===== src/rtl/sdp_pkg.sv =====
package sdp_pkg;

  localparam int CMD_W = 7;

  localparam logic [CMD_W-1:0] CMD_BRK_CLR = 7'b0011111;
  localparam logic [CMD_W-1:0] CMD_RESET   = 7'b0000001;
  localparam logic [CMD_W-1:0] CMD_FDL_ON  = 7'b0000010;
  localparam logic [CMD_W-1:0] CMD_FDL_OFF = 7'b0000011;

  typedef enum logic [1:0] {
    ST_DATA = 2'b00,
    ST_SEQ  = 2'b01,
    ST_IRQ  = 2'b10,
    ST_NULL = 2'b11
  } sdp_stat_e;

  typedef enum logic [1:0] {
    FK_INSN = 2'b00,
    FK_DATA = 2'b01,
    FK_TRAP = 2'b10,
    FK_CMD  = 2'b11
  } frame_kind_e;

  typedef enum logic [2:0] {
    OP_NOP,
    OP_BRK,
    OP_RST,
    OP_FON,
    OP_FOFF
  } cmd_op_e;

  function automatic frame_kind_e frame_kind(input logic mode, input logic ctl);
    return frame_kind_e'({mode, ctl});
  endfunction

  function automatic cmd_op_e decode_cmd(input logic [CMD_W-1:0] code);
    cmd_op_e op;
    case (code)
      CMD_BRK_CLR: op = OP_BRK;
      CMD_RESET:   op = OP_RST;
      CMD_FDL_ON:  op = OP_FON;
      CMD_FDL_OFF: op = OP_FOFF;
      default:     op = OP_NOP;
    endcase
    return op;
  endfunction

  function automatic sdp_stat_e pick_status(input logic dv, input logic se, input logic ir);
    if (dv)      return ST_DATA;
    else if (se) return ST_SEQ;
    else if (ir) return ST_IRQ;
    return ST_NULL;
  endfunction

endpackage


===== src/rtl/sdp_rx_shifter.sv =====
module sdp_rx_shifter #(
  parameter int DATA_W = 32
) (
  input  logic              clk,
  input  logic              rst_n,
  input  logic              sdi,
  input  logic              arm,
  output logic              frm_vld,
  output logic              frm_mode,
  output logic              frm_ctl,
  output logic [DATA_W-1:0] frm_pay
);
  localparam int FW = DATA_W + 2;
  localparam int CW = $clog2(FW + 1);

  logic          busy;
  logic [CW-1:0] cnt;
  logic [FW-1:0] sh;
  logic [FW-1:0] frm_q;
  logic          last_bit;

  assign last_bit = busy && (cnt == CW'(FW - 1));

  always_ff @(posedge clk) begin
    if (!rst_n) begin
      busy    <= 1'b0;
      cnt     <= '0;
      sh      <= '0;
      frm_q   <= '0;
      frm_vld <= 1'b0;
    end else begin
      frm_vld <= last_bit;
      if (!busy) begin
        if (arm && !frm_vld && sdi) begin
          busy <= 1'b1;
          cnt  <= '0;
        end
      end else begin
        sh  <= {sh[FW-2:0], sdi};
        cnt <= cnt + 1'b1;
        if (last_bit) begin
          busy  <= 1'b0;
          frm_q <= {sh[FW-2:0], sdi};
        end
      end
    end
  end

  assign frm_mode = frm_q[FW-1];
  assign frm_ctl  = frm_q[FW-2];
  assign frm_pay  = frm_q[DATA_W-1:0];

  a_r3_frame_pulse: assert property (@(posedge clk) disable iff (!rst_n)
    frm_vld |=> !frm_vld);

endmodule


===== src/rtl/sdp_decode.sv =====
module sdp_decode import sdp_pkg::*; #(
  parameter int DATA_W = 32,
  parameter int TRAP_W = 7
) (
  input  logic              clk,
  input  logic              rst_n,
  input  logic              frm_vld,
  input  logic              frm_mode,
  input  logic              frm_ctl,
  input  logic [DATA_W-1:0] frm_pay,
  input  logic              core_want_data,
  output logic              seq_evt,
  output logic              core_ins_vld,
  output logic              core_dat_vld,
  output logic [DATA_W-1:0] core_word,
  output logic [TRAP_W-1:0] trap_en,
  output logic              brk_clr,
  output logic              cpu_rst,
  output logic              fdl_en
);
  frame_kind_e fk;
  cmd_op_e     op;
  logic        ins_ok, dat_ok, trap_ld, cmd_hit;

  assign fk      = frame_kind(frm_mode, frm_ctl);
  assign op      = decode_cmd(frm_pay[DATA_W-1 -: CMD_W]);
  assign ins_ok  = frm_vld && (fk == FK_INSN) && !core_want_data;
  assign dat_ok  = frm_vld && (fk == FK_DATA) &&  core_want_data;
  assign seq_evt = frm_vld && (((fk == FK_INSN) &&  core_want_data) ||
                               ((fk == FK_DATA) && !core_want_data));
  assign trap_ld = frm_vld && (fk == FK_TRAP);
  assign cmd_hit = frm_vld && (fk == FK_CMD);

  always_ff @(posedge clk) begin
    if (!rst_n) begin
      core_ins_vld <= 1'b0;
      core_dat_vld <= 1'b0;
      core_word    <= '0;
      trap_en      <= '0;
      brk_clr      <= 1'b0;
      cpu_rst      <= 1'b0;
      fdl_en       <= 1'b0;
    end else begin
      core_ins_vld <= ins_ok;
      core_dat_vld <= dat_ok;
      if (ins_ok || dat_ok) core_word <= frm_pay;
      if (trap_ld) trap_en <= frm_pay[DATA_W-1 -: TRAP_W];
      brk_clr <= cmd_hit && (op == OP_BRK);
      cpu_rst <= cmd_hit && (op == OP_RST);
      if (cmd_hit && (op == OP_FON))       fdl_en <= 1'b1;
      else if (cmd_hit && (op == OP_FOFF)) fdl_en <= 1'b0;
    end
  end

  a_r4_one_delivery: assert property (@(posedge clk) disable iff (!rst_n)
    $onehot0({core_ins_vld, core_dat_vld, brk_clr, cpu_rst}));
  a_r6_no_forward: assert property (@(posedge clk) disable iff (!rst_n)
    seq_evt |=> !core_ins_vld && !core_dat_vld);
  a_r7_trap_by_frame: assert property (@(posedge clk) disable iff (!rst_n)
    !$stable(trap_en) |-> $past(frm_vld));
  a_r8_fdl_by_frame: assert property (@(posedge clk) disable iff (!rst_n)
    !$stable(fdl_en) |-> $past(frm_vld));

endmodule


===== src/rtl/sdp_status_arb.sv =====
module sdp_status_arb import sdp_pkg::*; #(
  parameter int DATA_W = 32
) (
  input  logic              clk,
  input  logic              rst_n,
  input  logic              dat_wr,
  input  logic [DATA_W-1:0] dat_in,
  input  logic              seq_evt,
  input  logic              irq_evt,
  input  logic              tx_start,
  output sdp_stat_e         sel,
  output logic [DATA_W-1:0] dat_q,
  output logic              dv_pend,
  output logic              se_pend,
  output logic              ir_pend
);
  logic take_dv, take_se, take_ir;

  assign sel     = pick_status(dv_pend, se_pend, ir_pend);
  assign take_dv = tx_start && (sel == ST_DATA);
  assign take_se = tx_start && (sel == ST_SEQ);
  assign take_ir = tx_start && (sel == ST_IRQ);

  always_ff @(posedge clk) begin
    if (!rst_n) begin
      dv_pend <= 1'b0;
      se_pend <= 1'b0;
      ir_pend <= 1'b0;
      dat_q   <= '0;
    end else begin
      dv_pend <= (dv_pend && !take_dv) || dat_wr;
      se_pend <= (se_pend && !take_se) || seq_evt;
      ir_pend <= (ir_pend && !take_ir) || irq_evt;
      if (dat_wr) dat_q <= dat_in;
    end
  end

  a_r9_capture: assert property (@(posedge clk) disable iff (!rst_n)
    dat_wr |=> dv_pend);
  a_r11_irq_held: assert property (@(posedge clk) disable iff (!rst_n)
    (tx_start && ir_pend && sel != ST_IRQ) |=> ir_pend);
  a_r6_seq_held: assert property (@(posedge clk) disable iff (!rst_n)
    (tx_start && se_pend && sel == ST_DATA) |=> se_pend);

endmodule


===== src/rtl/sdp_tx_shifter.sv =====
module sdp_tx_shifter import sdp_pkg::*; #(
  parameter int DATA_W = 32
) (
  input  logic              clk,
  input  logic              rst_n,
  input  logic              start,
  input  sdp_stat_e         stat,
  input  logic [DATA_W-1:0] dat,
  output logic              busy,
  output logic              sdo
);
  localparam int TW = DATA_W + 3;
  localparam int CW = $clog2(TW + 1);

  logic [TW-1:0] sh;
  logic [CW-1:0] left;

  always_ff @(posedge clk) begin
    if (!rst_n) begin
      busy <= 1'b0;
      sh   <= '0;
      left <= '0;
    end else if (start && !busy) begin
      busy <= 1'b1;
      sh   <= {1'b0, stat, dat};
      left <= (stat == ST_DATA) ? CW'(TW) : CW'(3);
    end else if (busy) begin
      sh   <= {sh[TW-2:0], 1'b0};
      left <= left - 1'b1;
      if (left == CW'(1)) busy <= 1'b0;
    end
  end

  assign sdo = busy ? sh[TW-1] : 1'b1;

  a_r2_idle_high: assert property (@(posedge clk) disable iff (!rst_n)
    !busy |-> sdo);
  a_r2_ready_low: assert property (@(posedge clk) disable iff (!rst_n)
    $rose(busy) |-> !sdo);

endmodule


===== src/rtl/sdp_debug_port.sv =====
module sdp_debug_port import sdp_pkg::*; #(
  parameter int DATA_W = 32,
  parameter int TRAP_W = 7
) (
  input  logic              clk,
  input  logic              rst_n,
  input  logic              sdi,
  output logic              sdo,
  input  logic              core_req,
  input  logic              core_want_data,
  input  logic              core_wr_vld,
  input  logic [DATA_W-1:0] core_wr_data,
  input  logic              irq_evt,
  output logic              core_ins_vld,
  output logic              core_dat_vld,
  output logic [DATA_W-1:0] core_word,
  output logic [TRAP_W-1:0] trap_en,
  output logic              brk_clr,
  output logic              cpu_rst,
  output logic              fdl_en
);
  logic              armed, tx_busy, tx_start;
  logic              frm_vld, frm_mode, frm_ctl, seq_evt;
  logic [DATA_W-1:0] frm_pay, dat_q;
  logic              dv_pend, se_pend, ir_pend;
  sdp_stat_e         tx_stat;

  assign tx_start = !armed && !tx_busy && core_req;

  always_ff @(posedge clk) begin
    if (!rst_n)        armed <= 1'b0;
    else if (tx_start) armed <= 1'b1;
    else if (frm_vld)  armed <= 1'b0;
  end

  sdp_rx_shifter #(.DATA_W(DATA_W)) u_rx (
    .clk(clk), .rst_n(rst_n), .sdi(sdi), .arm(armed),
    .frm_vld(frm_vld), .frm_mode(frm_mode), .frm_ctl(frm_ctl), .frm_pay(frm_pay)
  );

  sdp_decode #(.DATA_W(DATA_W), .TRAP_W(TRAP_W)) u_dec (
    .clk(clk), .rst_n(rst_n), .frm_vld(frm_vld), .frm_mode(frm_mode),
    .frm_ctl(frm_ctl), .frm_pay(frm_pay), .core_want_data(core_want_data),
    .seq_evt(seq_evt), .core_ins_vld(core_ins_vld), .core_dat_vld(core_dat_vld),
    .core_word(core_word), .trap_en(trap_en), .brk_clr(brk_clr),
    .cpu_rst(cpu_rst), .fdl_en(fdl_en)
  );

  sdp_status_arb #(.DATA_W(DATA_W)) u_arb (
    .clk(clk), .rst_n(rst_n), .dat_wr(core_wr_vld), .dat_in(core_wr_data),
    .seq_evt(seq_evt), .irq_evt(irq_evt), .tx_start(tx_start),
    .sel(tx_stat), .dat_q(dat_q), .dv_pend(dv_pend), .se_pend(se_pend),
    .ir_pend(ir_pend)
  );

  sdp_tx_shifter #(.DATA_W(DATA_W)) u_tx (
    .clk(clk), .rst_n(rst_n), .start(tx_start), .stat(tx_stat), .dat(dat_q),
    .busy(tx_busy), .sdo(sdo)
  );

  a_r3_frame_when_armed: assert property (@(posedge clk) disable iff (!rst_n)
    frm_vld |-> armed);
  a_r2_one_turn: assert property (@(posedge clk) disable iff (!rst_n)
    tx_start |=> armed);
  a_r10_data_first: assert property (@(posedge clk) disable iff (!rst_n)
    (tx_start && dv_pend) |-> (tx_stat == ST_DATA));
  a_r10_seq_before_irq: assert property (@(posedge clk) disable iff (!rst_n)
    (tx_start && !dv_pend && se_pend && ir_pend) |=> ir_pend);

endmodule


===== config.mk =====
export PLATFORM = sky130hd
export DESIGN_NAME = sdp_debug_port
export DESIGN_NICKNAME = d
export VERILOG_FILES = /design/src/rtl/sdp_pkg.sv /design/src/rtl/sdp_rx_shifter.sv /design/src/rtl/sdp_decode.sv /design/src/rtl/sdp_status_arb.sv /design/src/rtl/sdp_tx_shifter.sv /design/src/rtl/sdp_debug_port.sv
export SDC_FILE = /design/constraint.sdc
export NUM_CORES = 1
export LEC_CHECK = 0
export ABC_CLOCK_PERIOD_IN_PS = 2680
export BUFFER_PORTS_ARGS = -buffer_cell sky130_fd_sc_hd__buf_2
export CAP_MARGIN = 20
export CORE_ASPECT_RATIO = 1.75
export CORE_MARGIN = 8
export CORE_UTILIZATION = 63
export DETAILED_ROUTE_END_ITERATION = 10
export PLACE_DENSITY = 0.84
export SLEW_MARGIN = 0
export SYNTH_ARGS = -nofsm -noshare
export SYNTH_HDL_FRONTEND = slang
export SYNTH_HIERARCHICAL = 1
export SYNTH_SLANG_ARGS = --single-unit

===== constraint.sdc =====
create_clock -name clk -period 2.68 [get_ports clk]
set_clock_uncertainty 0.1 [all_clocks]
set_input_delay 0.268 -clock clk [delete_from_list [all_inputs] [get_ports clk]]
set_output_delay 0.268 -clock clk [all_outputs]
set_load 0.02 [all_outputs]

Word-level counts from Yosys, hierarchy flattened:

Index checks and enable logic that the tools add are counted.

* flip-flop bits (word level): 197
* output and inout bits: 45
* word-level logic and storage cells: 110

* add/sub/neg operators: 2
* equal/unequal tests: 15
* multiplexer cells: 26
* bitwise logic cells: 1
* reduce and logical (&&, ||, !) cells: 45

Operators with widths (count)
* 34-bit two-way mux: 2
* 6-bit two-way mux: 5
* 1-bit logical AND: 25
* 7-bit by 2-bit == test with 1-bit output, second input constant: 2
* 1-bit two-way mux: 14
* 3-bit one-hot mux with 4 select lines: 1
* 2-bit two-way mux: 4
* 2-bit nonzero test: 4
* 7-bit by 1-bit == test with 1-bit output, second input constant: 1
* 7-bit by 5-bit == test with 1-bit output, second input constant: 1
* 1-bit logical NOT: 7
* 6-bit by 1-bit adder with 6-bit output, second input constant: 1
* 2-bit == test, second input constant: 3
* 3-bit by 2-bit == test with 1-bit output, second input constant: 2
* 6-bit by 1-bit == test with 1-bit output, second input constant: 1
* 6-bit == test, second input constant: 1
* 6-bit by 1-bit subtractor with 6-bit output, second input constant: 1
* 1-bit logical OR: 5
* 2-bit by 1-bit == test with 1-bit output, second input constant: 2
* 2-bit logical NOT: 2
* 3-bit by 1-bit == test with 1-bit output, second input constant: 1
* 3-bit == test, second input constant: 1
* 2-bit AND reduction: 1
* 2-bit OR reduction: 1
* 1-bit inverter: 1

Depth between registers and ports, before layout:

* depth in word-level cells: 9
* mapped depth: 7

Modules after synthesis:

The synthesis kept the hierarchy.

By module, submodules not included
* sdp_rx_shifter: instances 1, cells an instance 295, area each 2985.4 um2, seq. area each 1501.4 um2
* sdp_tx_shifter: instances 1, cells an instance 232, area each 2010.7 um2, seq. area each 840.8 um2
* sdp_decode: instances 1, cells an instance 196, area each 1960.6 um2, seq. area each 880.8 um2
* sdp_status_arb: instances 1, cells an instance 117, area each 1362.6 um2, seq. area each 700.7 um2
* sdp_debug_port: instances 1, cells an instance 4, area each 48.8 um2, seq. area each 20.0 um2

Least setup slack after synthesis:

No wires, ideal clock.

* path type: reg-to-reg
* start: register armed
* end: register u_tx.sh[2]
* setup time: 115 ps
* arrival time: 1468 ps
* required time: 2465 ps
* path slack: 997 ps
* stages on the path, launching flop included: 7
* path buffers: 2
* cell sequence: dfxtp_1 > nor3b_2 > clkbuf_1 > buf_2 > mux2i_1 > o21ai_1 > and2_1

* word-level cells in the longest chain between the ends: 5
* elaborated cells between the ends (all ways): 6
* classes of those cells: mux (1); reduce/logical (5)

RTL lines
* start: declaration: RTL line sdp_debug_port.sv:22 `logic armed, tx_busy, tx_start;`
* start signal: assignment: RTL line sdp_debug_port.sv:31 `if (!rst_n) armed <= 1'b0;`
* start signal: assignment: RTL line sdp_debug_port.sv:32 `else if (tx_start) armed <= 1'b1;`
* start signal: assignment: RTL line sdp_debug_port.sv:33 `else if (frm_vld) armed <= 1'b0;`
* 1-bit logical NOT (*): RTL line sdp_debug_port.sv:28 `assign tx_start = !armed && !tx_busy && core_req;`
* 1-bit logical AND (*) (2 in series): RTL line sdp_debug_port.sv:28
* via tx_start: RTL line sdp_debug_port.sv:22
* 1-bit logical AND (*): RTL line sdp_tx_shifter.sv:23 `end else if (start && !busy) begin`
* 34-bit two-way mux or 2-bit nonzero test (tied branches)
* end signal: assignment: RTL line sdp_tx_shifter.sv:25 `sh <= {1'b0, stat, dat};`
* end signal: assignment: RTL line sdp_tx_shifter.sv:28 `sh <= {sh[TW-2:0], 1'b0};`
* end: declaration: RTL line sdp_tx_shifter.sv:15 `logic [TW-1:0] sh;`

Mark *: on every way through the listed nets, which the timed path passes. The rest lies on a longest branch.
A chain may end at the register's enable or synchronous reset.

Worst setup path after layout:

* start: register u_rx.cnt[0]
* end: register u_rx.frm_q[22]

* word-level cells in the longest chain between the ends: 3

RTL lines
* start: declaration: RTL line sdp_rx_shifter.sv:17 `logic [CW-1:0] cnt;`
* start signal: assignment: RTL line sdp_rx_shifter.sv:40 `cnt <= cnt + 1'b1;`
* 6-bit == test: RTL line sdp_rx_shifter.sv:22 `assign last_bit = busy && (cnt == CW'(FW - 1));`
* 1-bit logical AND: RTL line sdp_rx_shifter.sv:22
* 2-bit AND reduction (no line)
* end signal: assignment: RTL line sdp_rx_shifter.sv:43 `frm_q <= {sh[FW-2:0], sdi};`
* end: declaration: RTL line sdp_rx_shifter.sv:19 `logic [FW-1:0] frm_q;`

No other way between the ends.

==> reports/results.tsv <==
metric	value	unit
outcome	finished clean	
Pleak	3.58	nW
fin crit share	0.797	
Post-Syn Instances	844	
Netlist Area Pre-Place	8370	µm²
delay-heaviest family, CP	simple AND/OR/NAND/NOR gates	
# IOs	84	
hold path depth	3	
WP buf/inv	1	
Slew HR	0.403	
Routed Antenna Nets	0	
H-tree depth	4	
largest area contributor in the netlist	dfxtp_1	
sequential fraction of the synthesis area	0.471	
Vias	5883	
synth unique cells	47	
Iter 0 DRT Violations	284	
Worst Path Required	2.92	ns
GRT Residual Overflow	0	
clock latency on the worst-skew pair	0.42	ns
Buffers on Ports	83	
worst setup path class	reg2reg	
Synth Register Bits	197	
max-cap violations	0	
Net Switching	1.47	mW
combinational power share	0.082	
CTS tree	built	
drc violations	0	
# rows	55	
layout cell share with drive strength beyond 1	0.204	
Flop pwr share	0.510	
ys async rst share	0	
die width	103	µm
antenna fix cells	0	
worst vdd ir	411	µV
Worst-path clk slew	0.07	ns
FF-to-FF path depth	5	
WP data arrival	2.37	ns
GP Congestion	0.852	
Power Dens Cells	634	nW/µm²
initial core utilization	0.647	
Post-Route WL	16500	µm
drt first pass iters	4	
Critical-path top delay cell	and3_2	
Final min period	2.14	ns
Sink Count	197	
Non-Filler Instances	1091	
Global Route Usage Sum	0.194	
top-area cell type share of the netlist area	0.471	
worst slew pin tran	0.891	ns
crit path max fanout	16	
Final Hold Fails	0	
Final HPWL DP	11000	µm
fill count	980	
total of warnings raised by yosys	6	
Hold Path Class	in2reg	
antenna violations before repair	0	
top post-synthesis cells by area	dfxtp_1 47%, mux2i_1 17%, nor2b_1 5.9%	
Post-synth top flop	dfxtp_1	
power share of the clock group	0.409	
Fin Setup TNS	0	ns
Worst path max stage delay	0.59	ns
crit end category	register	
fmax	468	MHz
clock buffer depth	2	
Num CTS Buffers	17	
startpoint types	register	
Synth-to-Final Area Change	13.1	%
largest net degree at the start of global routing	69	
stages on the worst setup path	5	
drt wl/cell	15.1	µm
fin. max-slew vios	0	
die area	17400	µm²
vias in the first global route	5785	
core area	12900	µm²
Mapped Nets	887	
RSZ-0062 raised after global routing	false	
Die H	168	µm
first-pass GRT wire length	27300	µm
sw frac	0.244	
critical-path cell list	ha_1 > nor4b_1 > and3_2 > buf_4 > mux2i_1	
Cell Int Power	4.53	mW
final core occ	0.731	
DP Cell Count	1052	
mean area per synthesized cell	9.91	µm²
Final Net Count	950	
Root Driver	clkbuf_16	
Via density	5.39	
EDFF count, synth	0	
setup violators final	0	
state kept, by name (all words and copies together) (netlist names), 6 cells and up:
name / flops
u_arb/dat_q: 32
u_dec/core_word: 32
u_dec/trap_en: 7
u_rx/cnt: 6
u_rx/frm_q: 34
u_rx/sh: 33
u_tx/left: 6
u_tx/sh: 35
stage by stage:
stage	total power, mW	area, µm²	setup slack [ns]	hold WS [ns]
2_1_floorplan	3.49	8370	0.997	0.245
5_1_grt	6.21	9460	0.452	0.0103
3_3_place_gp	3.59	8810	0.775	0.342
6_report	6.00	9460	0.543	0.00874
4_1_cts	6.04	9460	0.539	0.000137
3_5_place_dp	3.61	8810	0.642	0.349
area by class of cell:
type / instances / area [µm²] / share of cell area
Clock buffer: 20 / 467 / 0.0493
Timing Repair Buffer: 109 / 693 / 0.0733
Multi-Input combinational cell: 577 / 4010 / 0.424
Inverter: 5 / 18.8 / 0.00198
Sequential cell: 197 / 3950 / 0.417
Clock inverter: 12 / 113 / 0.0119
Tap cell: 171 / 214 / 0.0226
power groups by stage:
stage | combinational, mW | sequential, mW | clock [mW]
detailed placement | 0.481 | 3.12 | 0
finish | 0.489 | 3.06 | 2.45
CTS | 0.495 | 3.06 | 2.48
global route | 0.543 | 3.07 | 2.60
floorplan | 0.395 | 3.10 | 0
global placement | 0.470 | 3.12 | 0
layer usage:
metal | track usage | wire length, µm
met1 | 0.221 | 6570
met2 | 0.342 | 8950
met3 | 0.0316 | 643
met4 | 0.0804 | 340
met5 | 0 | 0
logic make-up (layout without fill, tap and decap cells):
logic type	count (synthesis)	after routing	share of synthesized area
and+or+nand+nor	303	303	0.190
muxes	141	141	0.169
AOI/OAI and AO/OA	123	123	0.104
DFF	197	197	0.471
buffers and inverters	70	146	0.0523
adders and majority gates	4	4	0.00598
xor gates and xnor gates	6	6	0.00808
worst min-delay path, cell delays in order:
cell and delay, ns:
buf_2 0.08, mux2i_1 0.05, nor2b_1 0.09
cells in the mapped netlist (6+ instances only):
| cell type | count |
|---|---|
| a21boi_1 | 12 |
| a21boi_2 | 20 |
| a21oi_1 | 6 |
| and2_1 | 34 |
| buf_12 | 6 |
| buf_2 | 18 |
| clkbuf_1 | 32 |
| dfxtp_1 | 197 |
| mux2i_1 | 141 |
| nand2_1 | 116 |
| nand3_1 | 34 |
| nor2b_1 | 79 |
| nor3b_1 | 7 |
| o21ai_0 | 6 |
| o21ai_1 | 46 |
| o21ai_2 | 20 |
| o22ai_1 | 6 |
final timing paths:
kind	from	to	slack [ns]
max	u_rx/cnt[0]$_SDFFE_PN0P_	u_rx/frm_q[22]$_SDFFE_PN0P_	0.54
min	core_wr_data[13]	u_arb/dat_q[13]$_SDFFE_PN0P_	0.009
min reg2reg	u_dec/fdl_en$_SDFFE_PN0P_	u_dec/fdl_en$_SDFFE_PN0P_	0.36
max reg2reg	u_rx/cnt[0]$_SDFFE_PN0P_	u_rx/frm_q[22]$_SDFFE_PN0P_	0.54
timing repair:
item / 4_1_cts / 5_1_grt
resized for setup: 0 / 0
setup buffers: 0 / 0
hold buffers: 7 / 0
hold endpoints to repair: 7 / 0
layout by cell type (no fill, tap or decap), types with 6 or more instances in the layout:
| master | instances |
|---|---|
| dlygate4sd3_1 | 7 |
| o21ai_2 | 20 |
| o21ai_0 | 6 |
| mux2i_1 | 141 |
| o22ai_1 | 6 |
| a21boi_2 | 20 |
| dfxtp_1 | 195 |
| nand2_1 | 116 |
| a21oi_1 | 6 |
| o21ai_1 | 46 |
| and2_1 | 34 |
| buf_2 | 82 |
| buf_4 | 15 |
| nor2b_1 | 78 |
| clkbuf_16 | 17 |
| a21boi_1 | 12 |
| nor3b_1 | 7 |
| nand3_1 | 34 |
(Power assumes the default switching activity.)
